<file path="config.mk">
export PLATFORM = sky130hd
export DESIGN_NAME = boot_shadow_seq
export DESIGN_NICKNAME = d
export VERILOG_FILES = /design/src/rtl/boot_seq_pkg.sv /design/src/rtl/boot_rst_arbiter.sv /design/src/rtl/boot_copy_engine.sv /design/src/rtl/boot_wait_gen.sv /design/src/rtl/boot_shadow_seq.sv
export SDC_FILE = /design/constraint.sdc
export NUM_CORES = 1
export LEC_CHECK = 0
export ABC_AREA = 1
export BUFFER_PORTS_ARGS = -buffer_cell sky130_fd_sc_hd__buf_2
export CAP_MARGIN = 20
export CORE_MARGIN = 1.5
export CORE_UTILIZATION = 41
export CTS_BUF_LIST = sky130_fd_sc_hd__clkbuf_16
export DETAILED_ROUTE_END_ITERATION = 7
export GPL_TIMING_DRIVEN = 0
export PLACE_DENSITY = 0.91
export SLEW_MARGIN = 20
export SYNTH_ARGS = -nofsm -noshare
export SYNTH_HDL_FRONTEND = slang
export SYNTH_SLANG_ARGS = --single-unit
export TNS_END_PERCENT = 100
</file>
<file path="constraint.sdc">
create_clock -name clk -period 1.7 [get_ports clk]
set_input_delay 0.255 -clock clk [delete_from_list [all_inputs] [get_ports clk]]
set_output_delay 0.255 -clock clk [all_outputs]
set_load 0.02 [all_outputs]
</file>
<file path="src/rtl/boot_seq_pkg.sv">
package boot_seq_pkg;

    typedef enum logic [1:0] {
        ST_COPY    = 2'd0,
        ST_RELEASE = 2'd1,
        ST_RUN     = 2'd2
    } seq_state_e;

    typedef enum logic [1:0] {
        CAUSE_NONE  = 2'd0,
        CAUSE_POWER = 2'd1,
        CAUSE_CMD   = 2'd2,
        CAUSE_WDOG  = 2'd3
    } rst_cause_e;

    typedef struct packed {
        logic       valid;
        rst_cause_e cause;
    } rst_event_t;

    // Priority: power-on, then watchdog, then command.
    function automatic rst_event_t pick_cause(input logic por, input logic cmd, input logic wdog);
        rst_event_t ev;
        ev.valid = por | cmd | wdog;
        if (por)       ev.cause = CAUSE_POWER;
        else if (wdog) ev.cause = CAUSE_WDOG;
        else if (cmd)  ev.cause = CAUSE_CMD;
        else           ev.cause = CAUSE_NONE;
        return ev;
    endfunction

endpackage

</file>
<file path="src/rtl/boot_rst_arbiter.sv">
module boot_rst_arbiter
    import boot_seq_pkg::*;
(
    input  logic       clk,
    input  logic       rst,
    input  logic       cmd_req,
    input  logic       wdog_req,
    output logic       restart,
    output rst_cause_e cause
);

    rst_event_t ev;
    rst_cause_e cause_q;

    always_comb begin
        ev = pick_cause(rst, cmd_req, wdog_req);
    end

    always_ff @(posedge clk) begin
        if (rst) begin
            cause_q <= CAUSE_POWER;
        end else if (ev.valid) begin
            cause_q <= ev.cause;
        end
    end

    assign restart = ev.valid;
    assign cause   = cause_q;

endmodule

</file>
<file path="src/rtl/boot_copy_engine.sv">
module boot_copy_engine
    import boot_seq_pkg::*;
#(
    parameter int DATA_W   = 16,
    parameter int ROM_AW   = 8,
    parameter int RAM_AW   = 12,
    parameter int COPY_LEN = 16,
    parameter int RAM_BASE = 256
) (
    input  logic              clk,
    input  logic              rst,
    input  logic              restart,
    output logic              rom_en,
    output logic [ROM_AW-1:0] rom_addr,
    input  logic [DATA_W-1:0] rom_rdata,
    output logic              ram_we,
    output logic [RAM_AW-1:0] ram_waddr,
    output logic [DATA_W-1:0] ram_wdata,
    output seq_state_e        state
);

    localparam int IDX_W = $clog2(COPY_LEN + 1);
    localparam logic [IDX_W-1:0] LAST_IDX = IDX_W'(COPY_LEN - 1);
    localparam logic [IDX_W-1:0] END_IDX  = IDX_W'(COPY_LEN);

    seq_state_e       state_q;
    logic [IDX_W-1:0] rd_idx_q;
    logic [IDX_W-1:0] wr_idx_q;
    logic             rd_valid_q;
    logic             issue;
    logic             last_write;

    // A read is issued while in the copy state and words remain.
    assign issue      = (state_q == ST_COPY) && (rd_idx_q < END_IDX) && !restart;
    assign last_write = rd_valid_q && (wr_idx_q == LAST_IDX) && !restart;

    always_ff @(posedge clk) begin
        if (rst || restart) begin
            state_q    <= ST_COPY;
            rd_idx_q   <= '0;
            wr_idx_q   <= '0;
            rd_valid_q <= 1'b0;
        end else begin
            rd_valid_q <= issue;
            if (issue) begin
                rd_idx_q <= rd_idx_q + IDX_W'(1);
                wr_idx_q <= rd_idx_q;
            end
            case (state_q)
                ST_COPY:    if (last_write) state_q <= ST_RELEASE;
                ST_RELEASE: state_q <= ST_RUN;
                default:    state_q <= ST_RUN;
            endcase
        end
    end

    assign rom_en    = issue;
    assign rom_addr  = ROM_AW'(rd_idx_q);
    assign ram_we    = rd_valid_q && !restart;
    assign ram_waddr = RAM_AW'(RAM_BASE) + RAM_AW'(wr_idx_q);
    assign ram_wdata = rom_rdata;
    assign state     = state_q;

endmodule

</file>
<file path="src/rtl/boot_wait_gen.sv">
module boot_wait_gen (
    input  logic clk,
    input  logic rst,
    input  logic hold,
    input  logic req,
    output logic ack
);

    logic pending_q;

    // One wait state: an accepted request is acknowledged next cycle.
    always_ff @(posedge clk) begin
        if (rst || hold) begin
            pending_q <= 1'b0;
        end else begin
            pending_q <= !pending_q && req;
        end
    end

    assign ack = pending_q && !hold;

endmodule

</file>
<file path="src/rtl/boot_shadow_seq.sv">
module boot_shadow_seq
    import boot_seq_pkg::*;
#(
    parameter int DATA_W   = 16,
    parameter int ROM_AW   = 8,
    parameter int RAM_AW   = 12,
    parameter int COPY_LEN = 16,
    parameter int RAM_BASE = 256
) (
    input  logic              clk,
    input  logic              rst,
    input  logic              cmd_rst_req,
    input  logic              wdog_rst_req,
    output logic              rom_en,
    output logic [ROM_AW-1:0] rom_addr,
    input  logic [DATA_W-1:0] rom_rdata,
    output logic              ram_we,
    output logic [RAM_AW-1:0] ram_waddr,
    output logic [DATA_W-1:0] ram_wdata,
    input  logic              cpu_mem_req,
    output logic              cpu_mem_ack,
    output logic              cpu_rst,
    output logic              copy_busy,
    output logic              copy_done,
    output logic [1:0]        rst_cause
);

    logic       restart;
    rst_cause_e cause;
    seq_state_e state;

    boot_rst_arbiter i_arb (
        .clk      (clk),
        .rst      (rst),
        .cmd_req  (cmd_rst_req),
        .wdog_req (wdog_rst_req),
        .restart  (restart),
        .cause    (cause)
    );

    boot_copy_engine #(
        .DATA_W   (DATA_W),
        .ROM_AW   (ROM_AW),
        .RAM_AW   (RAM_AW),
        .COPY_LEN (COPY_LEN),
        .RAM_BASE (RAM_BASE)
    ) i_copy (
        .clk       (clk),
        .rst       (rst),
        .restart   (restart),
        .rom_en    (rom_en),
        .rom_addr  (rom_addr),
        .rom_rdata (rom_rdata),
        .ram_we    (ram_we),
        .ram_waddr (ram_waddr),
        .ram_wdata (ram_wdata),
        .state     (state)
    );

    assign cpu_rst   = (state != ST_RUN);
    assign copy_busy = (state == ST_COPY);
    assign copy_done = (state != ST_COPY);
    assign rst_cause = cause;

    boot_wait_gen i_wait (
        .clk  (clk),
        .rst  (rst),
        .hold (cpu_rst),
        .req  (cpu_mem_req),
        .ack  (cpu_mem_ack)
    );

endmodule

</file>
==> results of run 1 <==
==> stage by stage <==
step	setup WS (ps)	std cells
floorplan	577	119
detailed placement	363	184
global placement	387	184
finish	234	188
global route	157	188
CTS	229	188
==> report_power, final <==
part           leakage [uW]  internal [uW]  total [uW]  switching [uW]
registers          0.000130            381         385            3.26
clock network     0.0000385            311         452             140
logic              0.000474           63.6         144            80.3
total              0.000642            756         980             224
==> how the worst max path moves through the flow <==
stage	cells past startpoint	slack, ps	startpoint	to
5_1_grt	4	160	i_copy.state[0]	rom_en
4_1_cts	4	230	i_copy.state[0]	rom_en
3_3_place_gp	7	390	wdog_rst_req	ram_we
6_report	4	230	i_copy.state[0]	rom_en
3_5_place_dp	7	360	wdog_rst_req	ram_we
2_1_floorplan	2	580	i_copy.state[1]	cpu_mem_ack
==> layout make-up <==
| cell class | instances | area (um^2) |
|---|---|---|
| multi-input combinational | 64 | 304 |
| timing repair buffer | 38 | 190 |
| buffer | 27 | 206 |
| tap | 27 | 33.8 |
| inverter | 12 | 45.0 |
| clock inverter | 1 | 3.75 |
| clock buffer | 3 | 75.1 |
| sequential | 16 | 320 |
| fill | 195 | 783 |
==> cell families after synthesis <==
group                      count (synthesis)  share of synthesized area (%)
adders and majority gates                  1                           1.48
and+or+nand+nor                           46                           25.4
buffers and inverters                     39                           29.7
DFF                                       16                           37.9
AOI/OAI and AO/OA                          7                           4.58
other                                      2                          0.888
==> worst max-delay path, stage by stage (launching register included) <==
cell	delay, ps
dfxtp_1	320
nor2_4	190
nand2_4	90
nor2_4	170
buf_2	200
==> state kept, by name (all words and copies together), names as in the netlist <==
signal             count
i_copy.rd_idx_q        5
i_copy.wr_idx_q        5
i_arb.cause            2
i_copy.state           2
i_copy.rd_valid_q      1
i_wait.pending_q       1
==> synth_stat cells (all sizes together) <==
library cell	n
dfxtp	16
ha	1
nor2	13
buf	27
conb	2
inv	12
nand3	5
nor3	3
a21oi	3
nand2	23
nand4	2
o21ai	4
==> metal layers <==
metal  vias up  global-route usage, %
met5         -                      0
met4         0                   10.0
met3         5                   5.86
met2        40                   24.3
met1       349                   16.3
li1        404                      -
==> reports/metrics.csv, run 1 <==
stage,metric,value,unit
finish,diodes,0,
timing,rsz0062_at_grt,false,
logic_synthesis,netlist_top_cells_area,"dfxtp_1 (38%), buf_4 (23%), nand2_1 (9.3%), inv_1 (4.9%), nor2_1 (4.4%)",
timing,hold_viol,0,
logic_synthesis,netlist_area,846,um^2
drt,top_layer,met4,
timing,setup_violations,0,
drt,drtPass1Iterations,4,
floorplanning,rows,16,
floorplanning,start_util,43.1,%
timing,finalCriticalPeriod,1470,ps
drt,avgRoutedWirePerCell,8.94,um
timing,fin_skew,0.982,ps
grt,grt_max_degree,11,
clock_tree,postCtsHoldBufs,0,
floorplanning,die_area,2340,um^2
clock_tree,clock_latency,240,ps
critical_path,path_class,reg -> out,
clock_tree,clock-sinks,16,
floorplanning,die_x,48.4,um
finish,syn2layout_area_growth,39.3,%
drt,vias,798,
finish,final_common_cell,buf_2,
floorplanning,core,1960,um^2
critical_path,cp_max_fo,7,
job,cap_violations,0,
logic_synthesis,synth_seq_cells,16,
clock_tree,cts_setup_buffers,0,
clock_tree,cts.clk_slew.worst_paths,50,ps
timing,whs,216,ps
drt,route.met2.wl,827,um
drt,drc_errors,0,
drt,viasPerCell,4.24,
floorplanning,io_pins,65,
clock_tree,cts_buffer_depth,2,
drt,wl_met3,134,um
timing,tns,0,ps
drt,drt-met1-wl,670,um
grt,grt_antenna_before_repair,0,
worst_hold_path,min_from,rst,
logic_synthesis,ys_seq_area_share,37.9,%
placed_design,io_buffers,38,
logic_synthesis,synth_top_area_share,37.9,%
clock_tree,htree_levels,1,
clock_tree,cts_root_buf,clkbuf_16,
worst_hold_path,hold_end,i_arb.cause[1],
placed_design,placed_area,1100,um^2
finish,design_area,1180,um^2
critical_path,r2r_cells,6,
outcome,status,finished clean,
critical_path,cp-end-kind,output port,
logic_synthesis,avgSynthCellArea,7.62,um^2
pwr,vdd_drop_max,502,uV
critical_path,r2r_slack,630,ps
timing,slew_viol_final,0,
pwr,power.total,980,uW
critical_path,reg2reg_from,i_copy.rd_idx_q[1],
drt,drtIter0Drc,15,
grt,gr-total-overflow,0,
grt,gr-usage-all-layers,15.0,%
finish,final_nets,184,
logic_synthesis,syn_inst,111,
floorplanning,die_h,48.4,um
logic_synthesis,ys_types,19,
critical_path,critPathRequiredTime,1440,ps
finish,post-route-util,60.1,%
critical_path,start_kind,flip-flop,
placed_design,hpwl,1330,um
pwr,p_per_area,832,nW/um^2
clock_tree,ctsResizeCount,0,
clock_tree,cts_tree,done,
worst_hold_path,hold_path.class,in -> reg,
timing,clock.fmax,682,MHz
pwr,p_leak,0.000642,uW
placed_design,gp_congestion,0.729,
grt,grt_pass1_vias,663,
timing,final.period_utilization,86.2,%
critical_path,arrival,1210,ps
grt,grt_first_pass_wirelength,2680,um
finish,final_cell_mix,"buf_2 (38), buf_4 (26), nand2_1 (21)",
clock_tree,numCtsBuffers,3,
worst_hold_path,holdPathStages,2,
logic_synthesis,yosys.area.top_type,dfxtp_1,
critical_path,r2r-end,i_copy.rd_idx_q[4],
logic_synthesis,yosysWarningCount,0,
finish,drive_gt1_share,46.6,%
drt,routed_wl,1680,um
drt,ant_nets,0,
Note: power is estimated with default switching activity, not from simulation.
==> inputs of run 2 (changes only) <==
- CORE_UTILIZATION: 41 -> 42
- MAX_ROUTING_LAYER: unset -> met4
- PLACE_DENSITY: 0.91 -> 0.92
- SYNTH_HIERARCHICAL: unset -> 1
==> run 2 against run 1 <==
Compared with the run above:
- die area grew 1.6%
- routed wire length grew 0.48%
- total power shrank 1.0%
- combinational power grew 5%
- utilization grew 1.6 points
- final area grew 2.7%
- fmax grew 1.4%
- global-route usage grew 0.39 points
- sequential share of layout area shrank 0.70 points
- synthesized cell count grew 4.5%
- first-iteration DRC count is the same
- critical path depth grew 3
- largest power group unchanged
- highest routed layer unchanged
==> reports/metrics.csv, run 2 <==
stage,metric,value,unit
outcome,status,finished clean,
logic_synthesis,synth_edf_count,0,
critical_path,start_kind,input pin,
pwr,vdd_drop_max,535,uV
floorplanning,die_x,48.8,um
finish,layout.cells.non_filler,192,
clock_tree,cts_setup_buffers,0,
timing,finalCriticalPeriod,1440,ps
finish,final_common_cell,buf_2,
logic_synthesis,ys_seq_area_share,36.4,%
clock_tree,cts_root_buf,clkbuf_16,
logic_synthesis,ys_types,20,
logic_synthesis,syn_inst,116,
logic_synthesis,postSynth.asyncResetShare,0,%
timing,clock.fmax,692,MHz
timing,slew_viol_final,0,
drt,drc_errors,0,
clock_tree,numCtsBuffers,3,
worst_hold_path,min_from,rst,
grt,gr-total-overflow,0,
drt,ant_nets,0,
clock_tree,ctsResizeCount,0,
floorplanning,core,1960,um^2
drt,vias,785,
pwr,seq_power_share,39.4,%
grt,gr-usage-all-layers,15.4,%
critical_path,r2r_slack,650,ps
finish,drive_gt1_share,48.5,%
placed_design,place_inst,189,
worst_hold_path,holdPathStages,2,
grt,grt_antenna_before_repair,0,
finish,reg.largest.list,"i_copy/rd_idx_q x5, i_copy/wr_idx_q x5",
grt,grt_first_pass_wirelength,2790,um
clock_tree,clock-sinks,16,
floorplanning,die_h,48.8,um
placed_design,io_buffers,38,
finish,post-route-util,61.7,%
floorplanning,start_util,44.9,%
finish,diodes,0,
timing,rsz0062_at_grt,false,
drt,routed_wl,1690,um
logic_synthesis,yosys.area.top_type,dfxtp_1,
job,cap_violations,0,
finish,final_nets,189,
drt,drtIter0Drc,15,
logic_synthesis,ys_top_cells_by_count,"buf_4 (26), nor2_1 (21), dfxtp_1 (16)",
logic_synthesis,ys.flop_type,dfxtp_1,
grt,grt_max_degree,11,
drt,drtPass1Iterations,4,
placed_design,gp_congestion,0.765,
pwr,switching_share,22.4,%
floorplanning,die_area,2380,um^2
timing,tns,0,ps
logic_synthesis,yosysMostFrequentCell,buf_4,
pwr,p_per_area,802,nW/um^2
pwr,internal_power,753,uW
finish,final_cell_mix,"buf_2 (38), buf_4 (26), nor2_1 (21)",
timing,setup_violations,0,
worst_hold_path,hold_end,i_arb/cause[1],
clock_tree,cts_buffer_depth,2,
logic_synthesis,yosysWarningCount,6,
critical_path,path_class,in -> out,
worst_hold_path,hold_path.class,in -> reg,
drt,viasPerCell,4.09,
logic_synthesis,synth_seq_cells,16,
critical_path,arrival,1190,ps
critical_path,reg2reg_from,i_copy/rd_idx_q[1],
clock_tree,cts.clk_slew.worst_paths,40,ps
timing,final.period_utilization,85.0,%
finish,syn2layout_area_growth,37.4,%
critical_path,cp-end-kind,output port,
pwr,power_frac_clock,45.1,%
critical_path,critPathRequiredTime,1440,ps
pwr,p_leak,0.000647,uW
critical_path,r2r_cells,4,
clock_tree,postCtsHoldBufs,0,
finish,fill_cells,190,
logic_synthesis,synth_top_area_share,36.4,%
floorplanning,io_pins,65,
timing,fin_skew,2.55,ps
logic_synthesis,netlist_area,881,um^2
clock_tree,htree_levels,1,
timing,hold_viol,0,
clock_tree,cts_tree,done,
floorplanning,rows,16,
critical_path,cp_max_fo,10,
pwr,switchingPower,217,uW
pwr,pwr-share-comb,15.5,%
logic_synthesis,avgSynthCellArea,7.59,um^2
drt,avgRoutedWirePerCell,8.80,um
logic_synthesis,netlist_top_cells_area,"dfxtp_1 (36%), buf_4 (22%), nor2_1 (8.9%), nand2_1 (6.0%), inv_1 (5.1%)",
clock_tree,clock_latency,240,ps
grt,grt_pass1_vias,692,
placed_design,hpwl,1380,um
critical_path,r2r-end,i_copy/rd_idx_q[2],
[run 2: cell types whose count changed after synthesis, sizes merged]
cell	delta
nand4	+1
a21oi	+1
buf	-1
xor2	+1
nor3	-2
inv	+2
nand3	-3
nor2	+10
o21ai	-1
o21bai	+1
nand2	-4
[run 2: how the worst max path moves through the flow]
stage / startpoint / endpoint / depth (start not counted)
4_1_cts: rst / rom_en / 7
2_1_floorplan: i_copy/state[1] / cpu_mem_ack / 2
5_1_grt: rst / rom_en / 7
3_5_place_dp: rst / rom_en / 7
6_report: rst / rom_en / 7
3_3_place_gp: rst / rom_en / 7
[run 2: per-layer routing]
| metal | vias up | track usage, % | part of all wire (%) |
|---|---|---|---|
| met2 | 46 | 26.9 | 49 |
| li1 | 415 | - | - |
| met4 | 0 | 7.14 | 0.71 |
| met1 | 320 | 16.2 | 40 |
| met3 | 4 | 3.99 | 10 |
| met5 | - | - | 0 |
[run 2: power groups by stage]
| stage | Combinational [uW] | Sequential [uW] | Clock (uW) |
|---|---|---|---|
| after global routing | 162 | 382 | 477 |
| after detailed placement | 151 | 389 | 0 |
| after floorplan | 115 | 394 | 0 |
| after CTS | 151 | 382 | 449 |
| final | 151 | 382 | 437 |
| after global placement | 150 | 389 | 0 |
[run 2: kinds of logic after synthesis]
family          Yosys count  synth area share, %
flops                    16                 36.4
compound gates            8                 6.53
buf+inv                  40                 29.0
xor+xnor                  1                0.994
simple gates             48                 24.9
other cells               2                0.853
fa+ha+maj                 1                 1.42
[run 2: critical path, cell delays in order]
cell	delay, ps
buf_2	130
nor2_1	110
nand2_1	110
nor2_2	170
nand2_4	130
inv_8	100
buf_2	160
[run 2: stage by stage]
step	setup slack, ps	cell area [um^2]	hold WS, ps	total power (uW)
2_1_floorplan	518	911	317	509
3_3_place_gp	254	1130	425	539
3_5_place_dp	235	1130	429	540
4_1_cts	235	1210	228	982
5_1_grt	172	1210	231	1020
6_report	255	1210	230	970
[run 2: layout make-up]
class | instances | area (um^2) | share of cell area (%)
Inverter | 14 | 60.1 | 4.96
Sequential cell | 16 | 320 | 26.5
Tap cell | 27 | 33.8 | 2.79
Buffer | 26 | 195 | 16.1
Clock buffer | 3 | 75.1 | 6.20
Timing Repair Buffer | 38 | 190 | 15.7
Multi-Input combinational cell | 68 | 335 | 27.7
==> inputs of run 3 (changes only) <==
- ABC_AREA: 1 -> 0
- CORE_UTILIZATION: 42 -> 38
- PLACE_DENSITY: 0.92 -> 0.87
- clock period: 1.7 -> 1.4 ns (I/O delays scaled with it)
==> run 3 against run 2 <==
Compared with the run above:
- the flow now finishes with violations (negative setup slack)
- synthesized cell count shrank 17%
- critical path type is now in -> reg
- routed wire length down 0.41%
- register-to-register slack worse by 850 ps
- hold slack worse by 77 ps
- non-clock buffer count rose by 8
- clock skew rose by 1.3 ps
- total power increased by 24%
==> reports/metrics.csv, run 3 <==
stage,metric,value,unit
logic_synthesis,synth_fa_ha_area_share,1.54,%
clock_tree,htree_levels,1,
clock_tree,clock-sinks,16,
critical_path,cp_num_cells,6,
drt,routed_wl,1680,um
logic_synthesis,synth_top_area_share,39.3,%
logic_synthesis,yosysMostFrequentCell,buf_4,
logic_synthesis,synth_top_family_by_area,buffers and inverters,
critical_path,arrival,1780,ps
grt,grt_first_pass_wirelength,2640,um
placed_design,place_inst,169,
finish,syn2layout_area_growth,51.5,%
placed_design,place_ws,-465,ps
placed_design,io_buffers,38,
pwr,vdd_drop_max,560,uV
finish,final_nets,175,
drt,vias,763,
finish,post-route-util,62.2,%
worst_hold_path,hold_path.class,in -> reg,
finish,reg.largest.list,"i_copy/rd_idx_q x5, i_copy/wr_idx_q x5",
outcome,violations,negative setup slack,
floorplanning,die_h,49.3,um
critical_path,timing.critical_path.to,i_copy/rd_idx_q[3],
logic_synthesis,yosysWarningCount,6,
logic_synthesis,ys_types,27,
logic_synthesis,ys_seq_area_share,39.3,%
critical_path,slowest_delay,460,ps
placed_design,hpwl,1220,um
finish,final_common_cell,buf_2,
critical_path,cp-startpoint,wdog_rst_req,
critical_path,cpMaxStageDelayCell,or4_4,
drt,drc_errors,0,
floorplanning,rows,16,
grt,grt_antenna_before_repair,0,
logic_synthesis,synthMuxAreaShare,0,%
clock_tree,clock_latency,250,ps
pwr,p_per_area,972,nW/um^2
pwr,p_leak,0.000625,uW
critical_path,cp_num_buf_inv,2,
timing,hold_viol,0,
critical_path,critical-path-top-delay-family,simple AND/OR/NAND/NOR gates,
drt,ant_nets,0,
outcome,status,"finished, violations left",
logic_synthesis,synth_edf_count,0,
job,cap_violations,0,
drt,viasPerCell,4.26,
critical_path,r2r_cells,4,
critical_path,cp-end-kind,flip-flop,
finish,layout.cells.non_filler,179,
logic_synthesis,postSynth.asyncResetShare,0,%
timing,fin_skew,3.80,ps
drt,drtIter0Drc,5,
timing,clock.fmax,623,MHz
drt,avgRoutedWirePerCell,9.40,um
logic_synthesis,netlist_top_cells_area,"dfxtp_1 (39%), buf_4 (24%), nand2_1 (4.6%), a21oi_1 (4.3%), nor2_1 (3.7%)",
floorplanning,die_area,2430,um^2
critical_path,cp_max_fo,4,
logic_synthesis,synth_simple_gate_area_share,22.7,%
logic_synthesis,ys.flop_type,dfxtp_1,
clock_tree,cts.clk_slew.worst_paths,50,ps
critical_path,r2r-end,i_copy/rd_idx_q[3],
critical_path,worst_path_most_repeated_cell,buf_6,
grt,gr-total-overflow,0,
logic_synthesis,syn_inst,96,
timing,rsz0062_at_grt,true,
critical_path,reg2reg_from,i_copy/rd_idx_q[4],
floorplanning,io_pins,65,
grt,gr-usage-all-layers,14.9,%
clock_tree,cts_tree,done,
clock_tree,cts_buffer_depth,2,
logic_synthesis,avgSynthCellArea,8.48,um^2
critical_path,critPathRequiredTime,1580,ps
floorplanning,start_util,41.1,%
finish,final_cell_mix,"buf_2 (34), buf_4 (32), dfxtp_1 (15)",
critical_path,path_class,in -> reg,
critical_path,r2r_slack,-200,ps
timing,fin_ws,-205,ps
floorplanning,die_x,49.3,um
finish,diodes,0,
finish,fill_cells,167,
placed_design,gp_congestion,0.723,
logic_synthesis,synth_seq_cells,16,
logic_synthesis,synthXorXnorAreaFrac,1.08,%
timing,slew_viol_final,0,
grt,grt_pass1_vias,633,
logic_synthesis,netlist_area,815,um^2
timing,finalCriticalPeriod,1610,ps
timing,tns,-784,ps
logic_synthesis,yosys.area.top_type,dfxtp_1,
timing,setup_violations,8,
critical_path,path_cells,buf_6 -> or3_4 -> or4_4 -> buf_6 -> or3_1 -> a21oi_1,
floorplanning,core,1980,um^2
critical_path,start_kind,input pin,
logic_synthesis,ys_top_cells_by_count,"buf_4 (26), dfxtp_1 (16), nand2_1 (10)",
pwr,power.total,1200,uW
finish,drive_gt1_share,53.9,%
timing,final.period_utilization,115,%
clock_tree,cts_root_buf,clkbuf_16,
grt,grt_max_degree,11,
logic_synthesis,synth_compound_area_share,7.22,%
drt,drtPass1Iterations,3,
clock_tree,numCtsBuffers,3,
-- run 3: changes by cell type in the layout (fill, tap and decap cells not counted), moves of 5 or more --
cell,change
nor2_1,-13
inv_1,-10
a21oi_1,+7
buf_4,+6
nand2_1,-6
buf_6,+5
-- run 3: metal layers --
layer / wire length, um / track usage (%)
met5: 0 / -
met4: 40 / 8.57
met3: 161 / 4.60
met2: 803 / 25.5
met1: 676 / 14.8
-- run 3: cells by family (layout without fill, tap and decap cells) --
kind of cell | count (synthesis) | after routing
buffers and inverters | 31 | 79
DFF | 16 | 16
AOI/OAI and AO/OA | 11 | 11
adders and majority gates | 1 | 1
xor gates and xnor gates | 1 | 1
and+or+nand+nor | 34 | 34
other | 2 | 10
-- run 3: worst min path at each step --
stage,slack (ps),endpoint,depth (start not counted),from
2_1_floorplan,280,i_arb/cause[1],1,rst
3_3_place_gp,420,i_wait/pending_q,1,i_wait/pending_q
3_5_place_dp,430,i_wait/pending_q,1,i_wait/pending_q
4_1_cts,150,i_arb/cause[0],2,cmd_rst_req
5_1_grt,150,i_arb/cause[0],2,cmd_rst_req
6_report,150,i_copy/rd_valid_q,2,rst
-- run 3: timing repair --
item | in CTS | in global routing
hold buffers | 0 | 0
pin swaps | 1 | 2
endpoints found under the setup margin | 4 | 8
setup buffers | 3 | 3
gates resized for setup | 9 | 3
-- run 3: where the power goes --
part	internal (uW)	leakage (uW)	total [uW]	switching [uW]
clock network	378	0.0000385	546	168
registers	461	0.000130	463	1.89
logic	91.9	0.000457	190	98.4
total	931	0.000625	1200	269
-- run 3: area by class of cell --
class / count / area, um^2 / share of cell area (%)
clock buffers: 3 / 75.1 / 6.09
plain buffers: 28 / 210 / 17.0
clock inverters: 1 / 3.75 / 0.304
flip-flops and latches: 16 / 322 / 26.1
repair buffers: 44 / 260 / 21.1
multi-input cells: 57 / 313 / 25.4
well taps: 27 / 33.8 / 2.74
inverters: 3 / 16.3 / 1.32
-- run 3: metrics by stage --
step	cell area (um^2)	hold slack, ps
2_1_floorplan	850	282
6_report	1230	153
3_3_place_gp	1070	416
3_5_place_dp	1070	429
4_1_cts	1200	152
5_1_grt	1230	151
